===== src/rtl/cube_op_pkg.sv =====
package cube_op_pkg;
  localparam int unsigned MAX_VARS = 8;
  localparam int unsigned SZ_BITS  = 3;
  localparam int unsigned MAX_FW   = 4;

  typedef enum logic [2:0] {
    OP_AND   = 3'd0,
    OP_OR    = 3'd1,
    OP_NOT   = 3'd2,
    OP_MERGE = 3'd3,
    OP_SIZE  = 3'd4
  } cube_op_e;

  function automatic int unsigned field_width(input logic [MAX_VARS*SZ_BITS-1:0] sizes,
                                              input int unsigned idx);
    return 32'(sizes[idx*SZ_BITS +: SZ_BITS]);
  endfunction

  // Bit position of the first bit of field idx (sum of all lower widths).
  function automatic int unsigned field_offset(input logic [MAX_VARS*SZ_BITS-1:0] sizes,
                                               input int unsigned idx);
    int unsigned acc;
    acc = 0;
    for (int unsigned k = 0; k < MAX_VARS; k++)
      if (k < idx) acc += 32'(sizes[k*SZ_BITS +: SZ_BITS]);
    return acc;
  endfunction

  // Cardinality of a literal: number of set bits.
  function automatic logic [2:0] set_card(input logic [MAX_FW-1:0] f);
    logic [2:0] n;
    n = '0;
    for (int k = 0; k < MAX_FW; k++) n = n + 3'(f[k]);
    return n;
  endfunction
endpackage


===== src/rtl/cube_field_lane.sv =====
module cube_field_lane
  import cube_op_pkg::*;
#(
  parameter int unsigned W = 2
) (
  input  cube_op_e     op,
  input  logic [W-1:0] a,
  input  logic [W-1:0] b,
  output logic [W-1:0] r,
  output logic         full,
  output logic         empty,
  output logic         differs,
  output logic [2:0]   card
);
  always_comb begin
    case (op)
      OP_OR:    r = a | b;
      OP_NOT:   r = ~a;
      OP_MERGE: r = a | b;
      OP_SIZE:  r = a;
      default:  r = a & b;
    endcase
  end

  assign full    = &r;
  assign empty   = ~|r;
  assign differs = (a != b);
  assign card    = set_card(MAX_FW'(r));
endmodule


===== src/rtl/cube_size_walker.sv =====
module cube_size_walker #(
  parameter int unsigned NUM_VARS = 8,
  parameter int unsigned ACC_W    = 17
) (
  input  logic                  clk,
  input  logic                  rst_n,
  input  logic                  start,
  input  logic [NUM_VARS*3-1:0] cards,
  output logic                  busy,
  output logic                  last_step,
  output logic                  fin,
  output logic [ACC_W-1:0]      size_q
);
  localparam int unsigned IDX_W = (NUM_VARS > 1) ? $clog2(NUM_VARS) : 1;
  localparam logic [IDX_W-1:0] LAST_IDX = IDX_W'(NUM_VARS - 1);

  logic [IDX_W-1:0] idx;
  logic [ACC_W-1:0] acc;
  logic [2:0]       cur_card;
  logic [ACC_W-1:0] product;

  assign cur_card  = cards[int'(idx)*3 +: 3];
  assign product   = ACC_W'(acc * ACC_W'(cur_card));
  assign last_step = busy && (idx == LAST_IDX);

  always_ff @(posedge clk or negedge rst_n) begin
    if (!rst_n) begin
      busy   <= 1'b0;
      idx    <= '0;
      acc    <= '0;
      fin    <= 1'b0;
      size_q <= '0;
    end else begin
      fin <= 1'b0;
      if (start) begin
        busy <= 1'b1;
        idx  <= '0;
        acc  <= ACC_W'(1);
      end else if (busy) begin
        acc <= product;
        if (last_step) begin
          busy   <= 1'b0;
          fin    <= 1'b1;
          size_q <= product;
        end else begin
          idx <= idx + 1'b1;
        end
      end
    end
  end

  // An empty literal seen during the walk zeroes the running product for good.
  assert_empty_zeroes_acc_R7: assert property (@(posedge clk) disable iff (!rst_n)
    (busy && !start && cur_card == 3'd0) |=> (acc == '0));
endmodule


===== src/rtl/cube_op_unit.sv =====
module cube_op_unit
  import cube_op_pkg::*;
#(
  parameter int unsigned NUM_VARS = 8,
  parameter logic [MAX_VARS*SZ_BITS-1:0] VAR_SIZES =
    {3'd2, 3'd4, 3'd2, 3'd3, 3'd2, 3'd4, 3'd3, 3'd2},
  localparam int unsigned CUBE_W = field_offset(VAR_SIZES, NUM_VARS),
  localparam int unsigned ACC_W  = 2 * NUM_VARS + 1,
  localparam int unsigned CNT_W  = $clog2(NUM_VARS + 1)
) (
  input  logic              clk,
  input  logic              rst_n,
  input  logic              cmd_valid,
  output logic              cmd_ready,
  input  logic [2:0]        cmd_op,
  input  logic [CUBE_W-1:0] cmd_a,
  input  logic [CUBE_W-1:0] cmd_b,
  output logic              done,
  output logic [CUBE_W-1:0] res_cube,
  output logic [ACC_W-1:0]  res_size,
  output logic              res_void,
  output logic              res_merge_ok,
  output logic [CNT_W-1:0]  res_dc_cnt
);
  cube_op_e              op_e;
  logic [CUBE_W-1:0]     lane_res;
  logic [NUM_VARS-1:0]   full_v, empty_v, diff_v;
  logic [NUM_VARS*3-1:0] card_v;
  logic                  accept;
  logic                  merge_next;
  logic                  wk_busy, last_step;

  logic [CUBE_W-1:0]     work_cube;
  logic                  work_void, work_merge;
  logic [CNT_W-1:0]      work_dc;
  logic [NUM_VARS*3-1:0] card_q;

  assign op_e       = cube_op_e'(cmd_op);
  assign cmd_ready  = !wk_busy;
  assign accept     = cmd_valid && cmd_ready;
  assign merge_next = (op_e == OP_MERGE) && ($countones(diff_v) <= 1);

  for (genvar gi = 0; gi < NUM_VARS; gi++) begin : g_lane
    localparam int unsigned OFF = field_offset(VAR_SIZES, gi);
    localparam int unsigned W   = field_width(VAR_SIZES, gi);
    cube_field_lane #(.W(W)) u_lane (
      .op      (op_e),
      .a       (cmd_a[OFF +: W]),
      .b       (cmd_b[OFF +: W]),
      .r       (lane_res[OFF +: W]),
      .full    (full_v[gi]),
      .empty   (empty_v[gi]),
      .differs (diff_v[gi]),
      .card    (card_v[gi*3 +: 3])
    );
  end

  cube_size_walker #(.NUM_VARS(NUM_VARS), .ACC_W(ACC_W)) u_walker (
    .clk       (clk),
    .rst_n     (rst_n),
    .start     (accept),
    .cards     (card_q),
    .busy      (wk_busy),
    .last_step (last_step),
    .fin       (done),
    .size_q    (res_size)
  );

  always_ff @(posedge clk or negedge rst_n) begin
    if (!rst_n) begin
      work_cube    <= '0;
      work_void    <= 1'b0;
      work_merge   <= 1'b0;
      work_dc      <= '0;
      card_q       <= '0;
      res_cube     <= '0;
      res_void     <= 1'b0;
      res_merge_ok <= 1'b0;
      res_dc_cnt   <= '0;
    end else begin
      if (accept) begin
        work_cube  <= lane_res;
        work_void  <= |empty_v;
        work_merge <= merge_next;
        work_dc    <= CNT_W'($countones(full_v));
        card_q     <= card_v;
      end
      if (last_step) begin
        res_cube     <= work_cube;
        res_void     <= work_void;
        res_merge_ok <= work_merge;
        res_dc_cnt   <= work_dc;
      end
    end
  end

  assert_busy_after_accept_R9: assert property (@(posedge clk) disable iff (!rst_n)
    accept |=> !cmd_ready);
  assert_done_single_R9: assert property (@(posedge clk) disable iff (!rst_n)
    done |=> !done);
  assert_hold_while_busy_R10: assert property (@(posedge clk) disable iff (!rst_n)
    (!cmd_ready && !last_step) |=> $stable(res_cube));
  assert_and_subset_R2: assert property (@(posedge clk) disable iff (!rst_n)
    (accept && op_e == OP_AND) |-> ((lane_res & ~cmd_a) == '0 && (lane_res & ~cmd_b) == '0));
  assert_or_superset_R3: assert property (@(posedge clk) disable iff (!rst_n)
    (accept && op_e == OP_OR) |-> ((lane_res & cmd_a) == cmd_a && (lane_res & cmd_b) == cmd_b));
  assert_merge_identical_R5: assert property (@(posedge clk) disable iff (!rst_n)
    (accept && op_e == OP_MERGE && cmd_a == cmd_b) |-> (lane_res == cmd_a && merge_next));
  assert_void_size_R7: assert property (@(posedge clk) disable iff (!rst_n)
    (done && res_void) |-> (res_size == '0));
endmodule


===== config.mk =====
export PLATFORM = sky130hd
export DESIGN_NAME = cube_op_unit
export DESIGN_NICKNAME = d
export VERILOG_FILES = /design/src/rtl/cube_op_pkg.sv /design/src/rtl/cube_field_lane.sv /design/src/rtl/cube_size_walker.sv /design/src/rtl/cube_op_unit.sv
export SDC_FILE = /design/constraint.sdc
export NUM_CORES = 1
export LEC_CHECK = 0
export CORE_ASPECT_RATIO = 2
export CORE_UTILIZATION = 59
export DETAILED_ROUTE_END_ITERATION = 8
export DONT_BUFFER_PORTS = 1
export PLACE_DENSITY_LB_ADDON = 0.08
export REMOVE_ABC_BUFFERS = 1
export SYNTH_ARGS = -nofsm -noshare
export SYNTH_HDL_FRONTEND = slang
export SYNTH_SLANG_ARGS = --single-unit

===== constraint.sdc =====
create_clock -name clk -period 4 [get_ports clk]
set_clock_uncertainty 0.15 [all_clocks]
set_input_delay 0.4 -clock clk [delete_from_list [all_inputs] [get_ports clk]]
set_output_delay 0.4 -clock clk [all_outputs]
set_load 0.05 [all_outputs]

==> impl_metrics.yaml <==
drt:
  wl_per_cell_um: 17.55
  via_per_inst: 5.764
  first_pass_iters: 6
  wirelength_um: 19680
  first_iter_violations: 228
  drc: 0
  via_count: 6462
  postRouteAntennaNets: 0
yosys:
  synth_top_cell_area_share: 0.3516
  synth_area_per_cell_um2: 8.925
  synth_cells: 917
  synthTopCellsByArea: "dfrtp_1 (35%), ha_1 (14%), nand2_1 (8.3%)"
  synth_edf_count: 0
  yosys.area.top_type: "dfrtp_1"
  yosys_warnings: 0
  ys_ff_latch: 115
  netlist_area_um2: 8184
  yosysSeqAreaShare: 0.3516
  synth_ff_type: "dfrtp_1"
  synth-async-reset-ratio: 1.000
  yosysUniqueCellTypes: 48
clock_network:
  root_buffer: "clkbuf_16"
  cts_tree: "yes"
  cts_htree_levels: 4
  cts_made_buffers: 17
  clock-sinks: 115
  insertion_delay_ns: 0.41
  cts_max_path_buffers: 2
  path_clk_slew_ns: 0.06
floorplanning:
  io_pins: 97
  start_util: 0.6056
  die_h_um: 168.6
  die_x_um: 85.28
  core-area_um2: 13510
  fp.dieArea_um2: 14370
  rows: 60
placement:
  gp_congestion: 0.9731
  port_buffers: 0
  dp_hpwl_um: 14770
setup_path:
  end_kind: "flop"
  crit_type: "reg2reg"
  cp-start-kind: "flop"
  cp.required_ns: 4.15
  worstPathArrival_ns: 4.07
  slowest_stage: "mux4_2"
  worstPathMaxFanout: 6
  cp_common_cell: "mux2_4"
  critPathMaxStageDelay_ns: 0.53
  cp_cell_sequence: "mux4_2 -> mux2_4 -> and2_1 -> fa_1 -> ha_4 -> inv_1 -> o311ai_4 -> a21oi_4 -> o31a_1 -> buf_6 -> xnor2_4 -> mux2_4"
power_and_ir_drop:
  leakage_nw: 4.847
  p_int_w: 0.003151
  power_frac_comb: 0.265
  p_switching_w: 0.002119
  clkPwrFrac: 0.291
  netSwitchingFraction: 0.4022
  pwr-share-seq: 0.443
  powerDensity_nw_per_um2: 555.7
  ir_drop_mv: 0.3376
global_routing:
  antenna_found_initial: 0
  grt_usage: 0.2914
  grt_pass1_wl_um: 32440
  grt_max_degree: 116
  grt.overflow.total: 0
  grt_pass1_vias: 6973
sta:
  slew_headroom: 0.3284
  final-setup-viol-count: 0
  slew_viol_final: 0
  min_period_over_period: 0.9800
  finalCriticalPeriod_ns: 3.920
  grt_setup_unrepaired: "true"
  finalHoldViolations: 0
  tns_ns: 0
  max_freq_mhz: 255.1
  worst_slew_pin_slew_ns: 1.007
final_layout:
  drive_above_1_share: 0.1760
  antenna_cells: 0
  fin_util: 0.7018
  fin_nets: 1120
  area_growth_pct: 15.87
hold_path:
  min_path_type: "in2reg"
run_status:
  status: "finished clean"
flow_run:
  maxCapViolations: 0
[state kept, by name, indices dropped and copies added, names as in the netlist]
| signal | cells |
|---|---|
| u_walker.busy | 1 |
| work_dc | 4 |
| card_q | 20 |
| res_dc_cnt | 4 |
| u_walker.fin | 1 |
| work_void | 1 |
| res_merge_ok | 1 |
| res_void | 1 |
| work_merge | 1 |
| u_walker.idx | 3 |
| u_walker.size_q | 17 |
| u_walker.acc | 17 |
| work_cube | 22 |
| res_cube | 22 |
[layout by cell type, fill, tap and decap left out, types with 13 or more instances in the layout]
cell and instances:
a21oi_1 56, nand2b_1 13, ha_1 85, dfrtp_1 113, o21ai_0 67, nor2_1 26
clkbuf_16 17, nand2_1 178, fa_1 26, buf_4 56, inv_1 109, mux2_2 40
[worst max-delay path: cells and delay by family, from the launching register on]
kind | cells | cell delay (ns)
adders and majority gates | 2 | 0.78
xor gates and xnor gates | 1 | 0.12
buffers and inverters | 2 | 0.22
muxes | 3 | 1.10
and+or+nand+nor | 1 | 0.18
AOI/OAI and AO/OA | 3 | 0.80
DFF | 1 | 0.45
[Yosys cell counts (6+ instances only)]
cell type	number
nor2_1	26
and3_1	9
o21ai_0	75
a211oi_1	9
nand2_1	181
a21o_1	9
fa_1	27
clkbuf_1	36
a21oi_1	61
o211ai_1	9
o221ai_1	6
mux2_2	42
dfrtp_1	115
buf_1	6
nand2b_1	13
inv_1	110
nor4_1	9
nor3_1	13
xnor2_1	9
and2_1	7
o31ai_1	11
ha_1	89
[power by group through the flow]
stage	Combinational [W]	Sequential (W)	Clock, W
after global placement	0.00126	0.00234	0
after global routing	0.00157	0.00239	0.00159
final	0.00140	0.00234	0.00154
after floorplan	0.000920	0.00223	0
after CTS	0.00137	0.00234	0.00154
after detailed placement	0.00132	0.00236	0
[stage by stage]
step                area, um^2  power, W  hold WS [ns]  setup WS [ns]  std cells
floorplan                 8010  0.003153      -0.04559        -0.8896        873
global placement          8622  0.003608      -0.04362        -0.2679       1083
detailed placement        8622  0.003683      -0.04323        -0.3437       1083
CTS                       9266  0.005256      0.003770       -0.07831       1117
global route              9483  0.005550       0.02144       -0.05794       1121
finish                    9483  0.005270      0.007942        0.08001       1121
[cell type report]
type                       instances  area (um^2)
clock buffer                      18        429.2
sequential                       115         2880
inverter                         113        427.9
tap                              155        193.9
fill                            1058         4030
multi-input combinational        645         4888
timing repair buffer              62        501.7
clock inverter                    13        161.4
[logic make-up (layout without fill, tap and decap cells)]
kind of cell / after synthesis / count (layout) / synth area share
buf+inv: 157 / 206 / 0.07308
simple gates: 275 / 275 / 0.1468
compound gates: 192 / 192 / 0.1370
mux: 48 / 48 / 0.07185
flops: 115 / 115 / 0.3516
xor+xnor: 14 / 14 / 0.01758
fa+ha+maj: 116 / 116 / 0.2021
[per-layer routing]
metal / GRT usage / vias up / share of wire
met4: 0.1507 / 0 / 0.042
met3: 0.04827 / 63 / 0.034
li1: - / 3121 / -
met5: 0 / - / 0
met2: 0.5831 / 158 / 0.58
met1: 0.2722 / 3120 / 0.34
[what timing repair did]
action                                  CTS  global route
hold endpoints to repair                116             0
pin swaps                                 1            18
buffers inserted                          0             4
endpoints found under the setup margin   10            14
hold buffers                              3             0
gates resized for setup                   5            43
[worst paths after layout]
path                                       from                   to  slack (ns)  cells past startpoint
worst max-delay path            u_walker.idx[1]  u_walker.size_q[14]        0.08                     12
worst min-delay path                  cmd_valid      u_walker.acc[1]       0.008                      2
worst max register to register  u_walker.idx[1]  u_walker.size_q[14]        0.08                     12
worst min register to register       card_q[20]           card_q[20]        0.33                      2
max in group asynchronous                 rst_n          res_cube[5]        2.78                      2
min in group asynchronous                 rst_n      u_walker.acc[5]        0.39                      2
Power figures use the tool's default switching activity.
